==> config.mk <==
export PLATFORM = sky130hd
export DESIGN_NAME = cfg_window_port
export DESIGN_NICKNAME = d
export VERILOG_FILES = /design/src/rtl/cfg_window_pkg.sv /design/src/rtl/cfg_window_decode.sv /design/src/rtl/cfg_write_filter.sv /design/src/rtl/cfg_regfile.sv /design/src/rtl/cfg_window_port.sv
export SDC_FILE = /design/constraint.sdc
export NUM_CORES = 2
export LEC_CHECK = 0
export BUFFER_PORTS_ARGS = -buffer_cell sky130_fd_sc_hd__buf_2
export CORE_MARGIN = 3
export CORE_UTILIZATION = 51
export CTS_BUF_LIST = sky130_fd_sc_hd__clkbuf_2
export DETAILED_ROUTE_END_ITERATION = 10
export PLACE_DENSITY = 0.66
export SYNTH_ARGS = -nofsm -noshare
export SYNTH_HDL_FRONTEND = slang
export SYNTH_SLANG_ARGS = --single-unit
==> constraint.sdc <==
create_clock -name clk -period 6 [get_ports clk]
set_input_delay 0.6 -clock clk [delete_from_list [all_inputs] [get_ports clk]]
set_output_delay 0.6 -clock clk [all_outputs]
set_load 0.05 [all_outputs]
==> src/rtl/cfg_window_pkg.sv <==
// Package: shared constants and reset contents for the indexed
// configuration window. Assumes byte-wide registers.
package cfg_window_pkg;

    localparam int BYTE_W = 8;

    // Only values the two base-address registers will take
    localparam logic [7:0] IDX_BASE_A = 8'hE7;
    localparam logic [7:0] KEY_BASE_A = 8'hFE;
    localparam logic [7:0] IDX_BASE_B = 8'hE8;
    localparam logic [7:0] KEY_BASE_B = 8'hBE;

    // Value the read bus carries for an undecoded or idle read
    localparam logic [7:0] FLOAT_BYTE = 8'hFF;

    // Reset contents for one register, computed per index
    function automatic logic [7:0] reset_value(input int unsigned idx);
        case (idx)
            32'hE0:  return 8'h3C;
            32'hE2:  return 8'h03;
            32'hE3:  return 8'hFC;
            32'hE6:  return 8'hDE;
            32'hE7:  return KEY_BASE_A;
            32'hE8:  return KEY_BASE_B;
            default: return 8'h00;
        endcase
    endfunction

endpackage

==> src/rtl/cfg_window_decode.sv <==
// Module: address decode for the two-byte window.
// Assumes one address per cycle and single-cycle strobes. Produces
// strobes for the selector port, the value port and an in-window read.
module cfg_window_decode #(
    parameter int              ADDR_W   = 16,
    parameter logic [ADDR_W-1:0] WIN_BASE = 16'h03F0
) (
    input  logic              win_en,
    input  logic [ADDR_W-1:0] bus_addr,
    input  logic              bus_wr,
    input  logic              bus_rd,
    output logic              sel_wr,
    output logic              val_wr,
    output logic              win_rd
);
    localparam logic [ADDR_W-1:0] VAL_ADDR = WIN_BASE + ADDR_W'(1);

    logic hit_sel;
    logic hit_val;

    // Match each port address, qualified by the window enable
    always_comb begin
        hit_sel = win_en && (bus_addr == WIN_BASE);
        hit_val = win_en && (bus_addr == VAL_ADDR);
        sel_wr  = bus_wr && hit_sel;
        val_wr  = bus_wr && hit_val;
        win_rd  = bus_rd && (hit_sel || hit_val);
    end

endmodule

==> src/rtl/cfg_write_filter.sv <==
// Module: per-register write filter. Purely combinational.
// Assumes an 8-bit selector; decides whether a value write lands.
module cfg_write_filter
    import cfg_window_pkg::*;
(
    input  logic [7:0] sel_idx,
    input  logic [7:0] wr_byte,
    output logic       accept
);
    // Read-only ranges, keyed registers, everything else open
    always_comb begin
        case (sel_idx) inside
            [8'h00:8'hDF], 8'hE4, 8'hE5, [8'hE9:8'hED],
            8'hF3, 8'hF5, 8'hF7, [8'hF9:8'hFB], [8'hFD:8'hFF]:
                accept = 1'b0;
            IDX_BASE_A: accept = (wr_byte == KEY_BASE_A);
            IDX_BASE_B: accept = (wr_byte == KEY_BASE_B);
            default:    accept = 1'b1;
        endcase
    end

endmodule

==> src/rtl/cfg_regfile.sv <==
// Module: byte register bank with per-entry reset contents.
// Assumes at most one write per cycle; provides one combinational
// read port addressed by the current selector.
module cfg_regfile
    import cfg_window_pkg::*;
#(
    parameter int NUM_REGS = 256,
    localparam int IDX_W   = $clog2(NUM_REGS)
) (
    input  logic              clk,
    input  logic              rst_n,
    input  logic              we,
    input  logic [IDX_W-1:0]  widx,
    input  logic [BYTE_W-1:0] wdata,
    input  logic [IDX_W-1:0]  ridx,
    output logic [BYTE_W-1:0] rdata
);
    logic [BYTE_W-1:0] q [NUM_REGS];

    for (genvar i = 0; i < NUM_REGS; i++) begin : g_entry
        // One register: load reset contents, else take a matching write
        always_ff @(posedge clk) begin
            if (!rst_n) begin
                q[i] <= reset_value(i);
            end else if (we && (widx == IDX_W'(i))) begin
                q[i] <= wdata;
            end
        end
    end

    // Read port for the selected entry
    assign rdata = q[ridx];

    if (NUM_REGS > 32'hE8) begin : g_key_chk
        // the keyed base registers can only ever hold their key value
        a_r4_keys_fixed: assert property (@(posedge clk) disable iff (!rst_n)
            (q[IDX_BASE_A] == KEY_BASE_A) && (q[IDX_BASE_B] == KEY_BASE_B));
    end

endmodule

==> src/rtl/cfg_window_port.sv <==
// Module: top of the indexed configuration window. Holds the selector
// and the registered read data, and joins decode, filter and bank.
// Assumes single-cycle strobes and one address per cycle; a read and
// a write in the same cycle see the state from before the write.
module cfg_window_port
    import cfg_window_pkg::*;
#(
    parameter int                ADDR_W   = 16,
    parameter logic [ADDR_W-1:0] WIN_BASE = 16'h03F0,
    parameter int                NUM_REGS = 256
) (
    input  logic              clk,
    input  logic              rst_n,
    input  logic              win_en,
    input  logic [ADDR_W-1:0] bus_addr,
    input  logic              bus_wr,
    input  logic              bus_rd,
    input  logic [7:0]        bus_wdata,
    output logic [7:0]        bus_rdata
);
    localparam int IDX_W = $clog2(NUM_REGS);

    logic             sel_wr;
    logic             val_wr;
    logic             win_rd;
    logic             accept;
    logic [IDX_W-1:0] idx_q;
    logic [7:0]       sel_data;

    cfg_window_decode #(
        .ADDR_W   (ADDR_W),
        .WIN_BASE (WIN_BASE)
    ) u_decode (
        .win_en   (win_en),
        .bus_addr (bus_addr),
        .bus_wr   (bus_wr),
        .bus_rd   (bus_rd),
        .sel_wr   (sel_wr),
        .val_wr   (val_wr),
        .win_rd   (win_rd)
    );

    cfg_write_filter u_filter (
        .sel_idx (8'(idx_q)),
        .wr_byte (bus_wdata),
        .accept  (accept)
    );

    cfg_regfile #(
        .NUM_REGS (NUM_REGS)
    ) u_bank (
        .clk   (clk),
        .rst_n (rst_n),
        .we    (val_wr && accept),
        .widx  (idx_q),
        .wdata (bus_wdata),
        .ridx  (idx_q),
        .rdata (sel_data)
    );

    // Selector register: cleared by reset, loaded by a selector write
    always_ff @(posedge clk) begin
        if (!rst_n) begin
            idx_q <= '0;
        end else if (sel_wr) begin
            idx_q <= IDX_W'(bus_wdata);
        end
    end

    // Read data register: updated on every read strobe, held otherwise
    always_ff @(posedge clk) begin
        if (!rst_n) begin
            bus_rdata <= FLOAT_BYTE;
        end else if (bus_rd) begin
            bus_rdata <= win_rd ? sel_data : FLOAT_BYTE;
        end
    end

    // a decoded selector write lands in the selector
    a_r1_index_load: assert property (@(posedge clk) disable iff (!rst_n)
        (win_en && bus_wr && bus_addr == WIN_BASE)
        |=> (idx_q == IDX_W'($past(bus_wdata))));

    // R5 (and R4 with the key): a value write the filter passes is stored
    a_r5_accepted_store: assert property (@(posedge clk) disable iff (!rst_n)
        (val_wr && accept) |=> (sel_data == $past(bus_wdata)));

    // a value write the filter refuses leaves the register as it was
    a_r3_refused_hold: assert property (@(posedge clk) disable iff (!rst_n)
        (val_wr && !accept) |=> $stable(sel_data));

    // with the window off, the selector cannot move
    a_r7_off_index_hold: assert property (@(posedge clk) disable iff (!rst_n)
        !win_en |=> $stable(idx_q));

    // with the window off, reads return the idle byte
    a_r7_off_read_ff: assert property (@(posedge clk) disable iff (!rst_n)
        (bus_rd && !win_en) |=> (bus_rdata == FLOAT_BYTE));

    // without a read strobe the read data holds
    a_r10_rdata_hold: assert property (@(posedge clk) disable iff (!rst_n)
        !bus_rd |=> $stable(bus_rdata));

endmodule

### After elaboration in Yosys (flattened, before gate mapping)

Memories as Yosys holds them, arrays and structs flattened. A register that Yosys moved wholly into a read port is not among the register bits.
Cells that the tools add are included.

* bits in registers: 16
* memory bits (writable): 2048
* bits of input ports: 29
* output and inout port bits: 8
* memories kept: 1

Memories
* u_bank.q: words 256, bits a word 8, read ports 1, clocked after Yosys merged registers in 1, write ports 256, RTL line cfg_regfile.sv:18 `logic [BYTE_W-1:0] q [NUM_REGS];`

* order comparisons: 8
* equality and inequality tests: 259
* mux-type cells: 1031
* bitwise gates (word level): 256
* reduce and logical (&&, ||, !) cells: 269

Operators by type and width (count)
* $mux 8: 259
* $eq 8x8->1 const B: 130
* $mux 1: 772
* $eq 8x7->1 const B: 64
* $logic_and 1x1->1: 266
* $eq 8x6->1 const B: 32
* $or 1x1->1: 256
* $eq 8x5->1 const B: 16
* $eq 8x4->1 const B: 8
* $eq 16x10->1 const B: 2
* $eq 8x3->1 const B: 4
* $le 8x8->1 const B: 4
* $ge 8x8->1 const B: 3
* $eq 8x2->1 const B: 2
* $reduce_or 9->1: 1
* $eq 8x1->1 const B: 1
* $ge 8x1->1 const B: 1
* $logic_not 8->1: 1
* $logic_or 1x1->1: 1

### Longest topological paths before layout

* depth in word-level cells: 10
* gate-level depth with buffers: 12
* depth with buffers taken out: 6

### Cells and area by module

Synthesis repeated with hierarchy kept, for this count alone.

* cells, all modules: 6648
* area, all modules: 96685.2 µm²

Modules (own cells, without submodules)
* cfg_regfile: times used 1, cells an instance 6563, area an instance 95851.9 µm²
* cfg_window_port: times used 1, cells an instance 60, area an instance 635.6 µm²
* cfg_write_filter: times used 1, cells an instance 17, area an instance 123.9 µm²
* cfg_window_decode: times used 1, cells an instance 8, area an instance 73.8 µm²

### Worst setup path after synthesis

OpenSTA, ideal clock, no wires.

* kind: input port to flip-flop
* start point: in bus_addr[14]
* end point: mem u_bank.q[238][0], enable pin
* setup time: 384 ps
* arrival time: 2552 ps
* required time: 5616 ps
* setup slack: 3064 ps
* stages: 5
* path through: nor4b_1 -> nand4_1 -> or2_2 -> or4_1 -> o21ai_0

RTL lines
* start, declared: RTL line cfg_window_port.sv:15 `input logic [ADDR_W-1:0] bus_addr,`
* end, declared: RTL line cfg_regfile.sv:18

==> impl_metrics.toml <==
[worst_setup_path]
worst_path_max_delay_cell = "nor3_1"
crit_type = "reg2reg"
cp.arrival_ns = 5.97
max_stage_delay_ns = 1.06
end_kind = "flop"
start_kind = "flop"
crit_required_ns = 7.51
crit_path_cell_trace = "buf_12, mux4_2, mux2_2, o22ai_1, nor4_1, nor3_1, a41oi_1"
cp_max_fo = 93

[drt]
wl_microns = 170000
routedWlPerCell_microns = 19.5
wl_met1_microns = 70800
via_per_inst = 4.74
route.detailed.drc = 0
met3_length_microns = 12000
first_iter_violations = 3014
route.met2.wl_microns = 83100
num_vias = 41277
antenna_left = 0
drt-pass1-iter-count = 7
maxUsedRoutingLayer = "met5"

[grt]
antenna_found_initial = 5
grt_pass1_vias = 44018
grt_pass1_wl_microns = 259000
grt_start_max_net_pins = 188
grt_usage_pct = 21.4
grt.overflow.total = 0

[sta]
hold_viol = 0
period_share_pct = 74.4
rsz0062_at_grt = "no"
relSlewSlack_pct = 9.26
min_period_ns = 4.46
tightest_slew_ns = 1.35
finClkSkew_ns = 0.133
tns_ns = 0
slew_viol_final = 0
max_freq_mhz = 224
setup_violations = 0

[cts]
cts_num_sinks = 2072
clkTransAtPathRegs_ns = 0.09
cts_resized = 0
cts_max_path_buffers = 4
clockRootBuffer = "clkbuf_2"
clock_latency_ns = 1.74
post_cts_buffers = 0
numCtsBuffers = 547
cts_tree = "built"
ctsHtreeMaxLevel = 6

[floorplan]
rows = 145
start_util_pct = 51.6
die_area_sq_um = 164000
die_y_microns = 405
die_w_microns = 405
ioPinCount = 37
coreArea_sq_um = 157000

[yosys]
yosysTopAreaCell = "edfxtp_1"
syn_inst = 3958
synth_most_common_cell = "edfxtp_1"
ys_ff_latch = 2072
synth_area_sq_um = 81100
synth.avg_cell_area_sq_um = 20.5
yosysTopAreaCellShare_pct = 75.8
synth_ff_type = "edfxtp_1"
synthTopCellsByCount = "edfxtp_1, mux4_2, mux2i_1"
synth-warning-count = 0
synth_edf_count = 2048
synthTopCellsByArea = "edfxtp_1, mux4_2, mux2i_1, inv_1, a221oi_1"
async_reset_ff_share_pct = 0
seq_area_frac_synth_pct = 76.4
synthDistinctLibCells = 56

[power]
pwr-share-comb_pct = 4.1
netSwitchingFraction_pct = 23.3
ir_drop_mv = 0.178
p_int_uw = 21200
seqPwrFrac_pct = 63.0
leakage_uw = 0.0356
switchingPower_uw = 6430
powerDensity_nw_per_um2 = 290
p_clk_share_pct = 32.9

[place]
gp_congestion = 0.837
placed_cell_area_sq_um = 90400
dp_hpwl_microns = 109000
io_buffers = 36

[finish]
stdcell_area_sq_um = 95200
drive_gt1_share_pct = 20.9
utilization_pct = 60.6
layout.nets = 6355
area_growth_syn_to_layout_pct = 17.4

[outcome]
status = "completed"

[min_path]
min_path_type = "in2reg"

[job]
drv_cap = 0
## worst max-delay path, delay by kind of cell, from the launching register on
kind | cells | cell delay, ns
and+or+nand+nor | 2 | 1.24
muxes | 2 | 0.93
DFF | 1 | 0.83
buffers and inverters | 1 | 0.56
AOI/OAI and AO/OA | 2 | 0.50
## cell usage in the layout, fill, tap and decap left out, types with 25 or more instances in the layout
cell type      instances
edfxtp_1            2048
conb_1              1936
clkbuf_2             779
mux4_2               436
mux2i_1              255
inv_1                245
o21ai_0               83
clkinv_1              77
a221oi_1              73
nor2_1                71
a22oi_1               59
and2_1                43
buf_4                 40
mux2_2                38
dlygate4sd3_1         38
buf_2                 35
nand2_1               33
nor3_1                33
nor2b_1               25
## path summary, 6_finish.rpt
check                                      startpoint  cells past startpoint  slack [ns]                        endpoint
worst min-delay path                            rst_n                      3        0.29  u_bank.q[229][0]$_SDFFCE_PN0P_
worst max-delay path                             flop                      7        1.54       bus_rdata[2]$_SDFFE_PN1P_
worst min register to register  idx_q[7]$_SDFFE_PN0P_                      2        0.56                            flop
worst max register to register                   flop                      7        1.54       bus_rdata[2]$_SDFFE_PN1P_
## kinds of logic after synthesis
group | count (synthesis) | synth area share (%)
flops | 2072 | 76.4
compound gates | 335 | 2.88
mux | 729 | 15.8
buf+inv | 502 | 2.83
simple gates | 318 | 2.09
other cells | 2 | 0.00926
## metal layers
| metal | track usage (%) | vias to the layer above |
|---|---|---|
| met5 | 0 | - |
| met4 | 7.38 | 2 |
| met3 | 5.35 | 296 |
| met2 | 34.2 | 1325 |
| met1 | 28.9 | 20464 |
| li1 | - | 19190 |
## power by group through the flow
stage | Clock [uW] | Combinational [uW] | Sequential (uW)
2_1_floorplan | 0 | 765 | 17600
5_1_grt | 10200 | 1260 | 17500
4_1_cts | 9470 | 1100 | 17400
3_3_place_gp | 0 | 1070 | 17700
3_5_place_dp | 0 | 1080 | 17700
6_report | 9090 | 1120 | 17400
## flip-flops by register name, indices dropped and copies added (netlist names), named ones only
name       flops
u_bank.q    2048
bus_rdata      8
idx_q          8
## timing repair
item | in CTS | in global routing
hold buffers | 38 | 0
endpoints found under the setup margin | 0 | 0
endpoints found under the hold margin | 696 | 0
## layout make-up
type	count	area, sq um
antenna	6	15.0
clock buffer	779	3900
fill	12020	61900
timing repair buffer	127	1130
sequential	2072	62000
multi-input combinational	3318	24100
clock inverter	88	495
tap	2058	2570
inverter	260	976
## metrics by stage
stage / power [uW] / hold slack (ns) / std cells / setup slack [ns]
after global routing: 29000 / 0.117 / 8705 / 1.24
after CTS: 28000 / 0.00510 / 8702 / 1.31
final: 27600 / 0.294 / 8708 / 1.54
after global placement: 18700 / 0.538 / 7797 / 1.46
after detailed placement: 18800 / 0.547 / 7797 / 1.36
after floorplan: 18400 / 0.479 / 5892 / 3.06
Note: power is estimated with default switching activity, not from simulation.
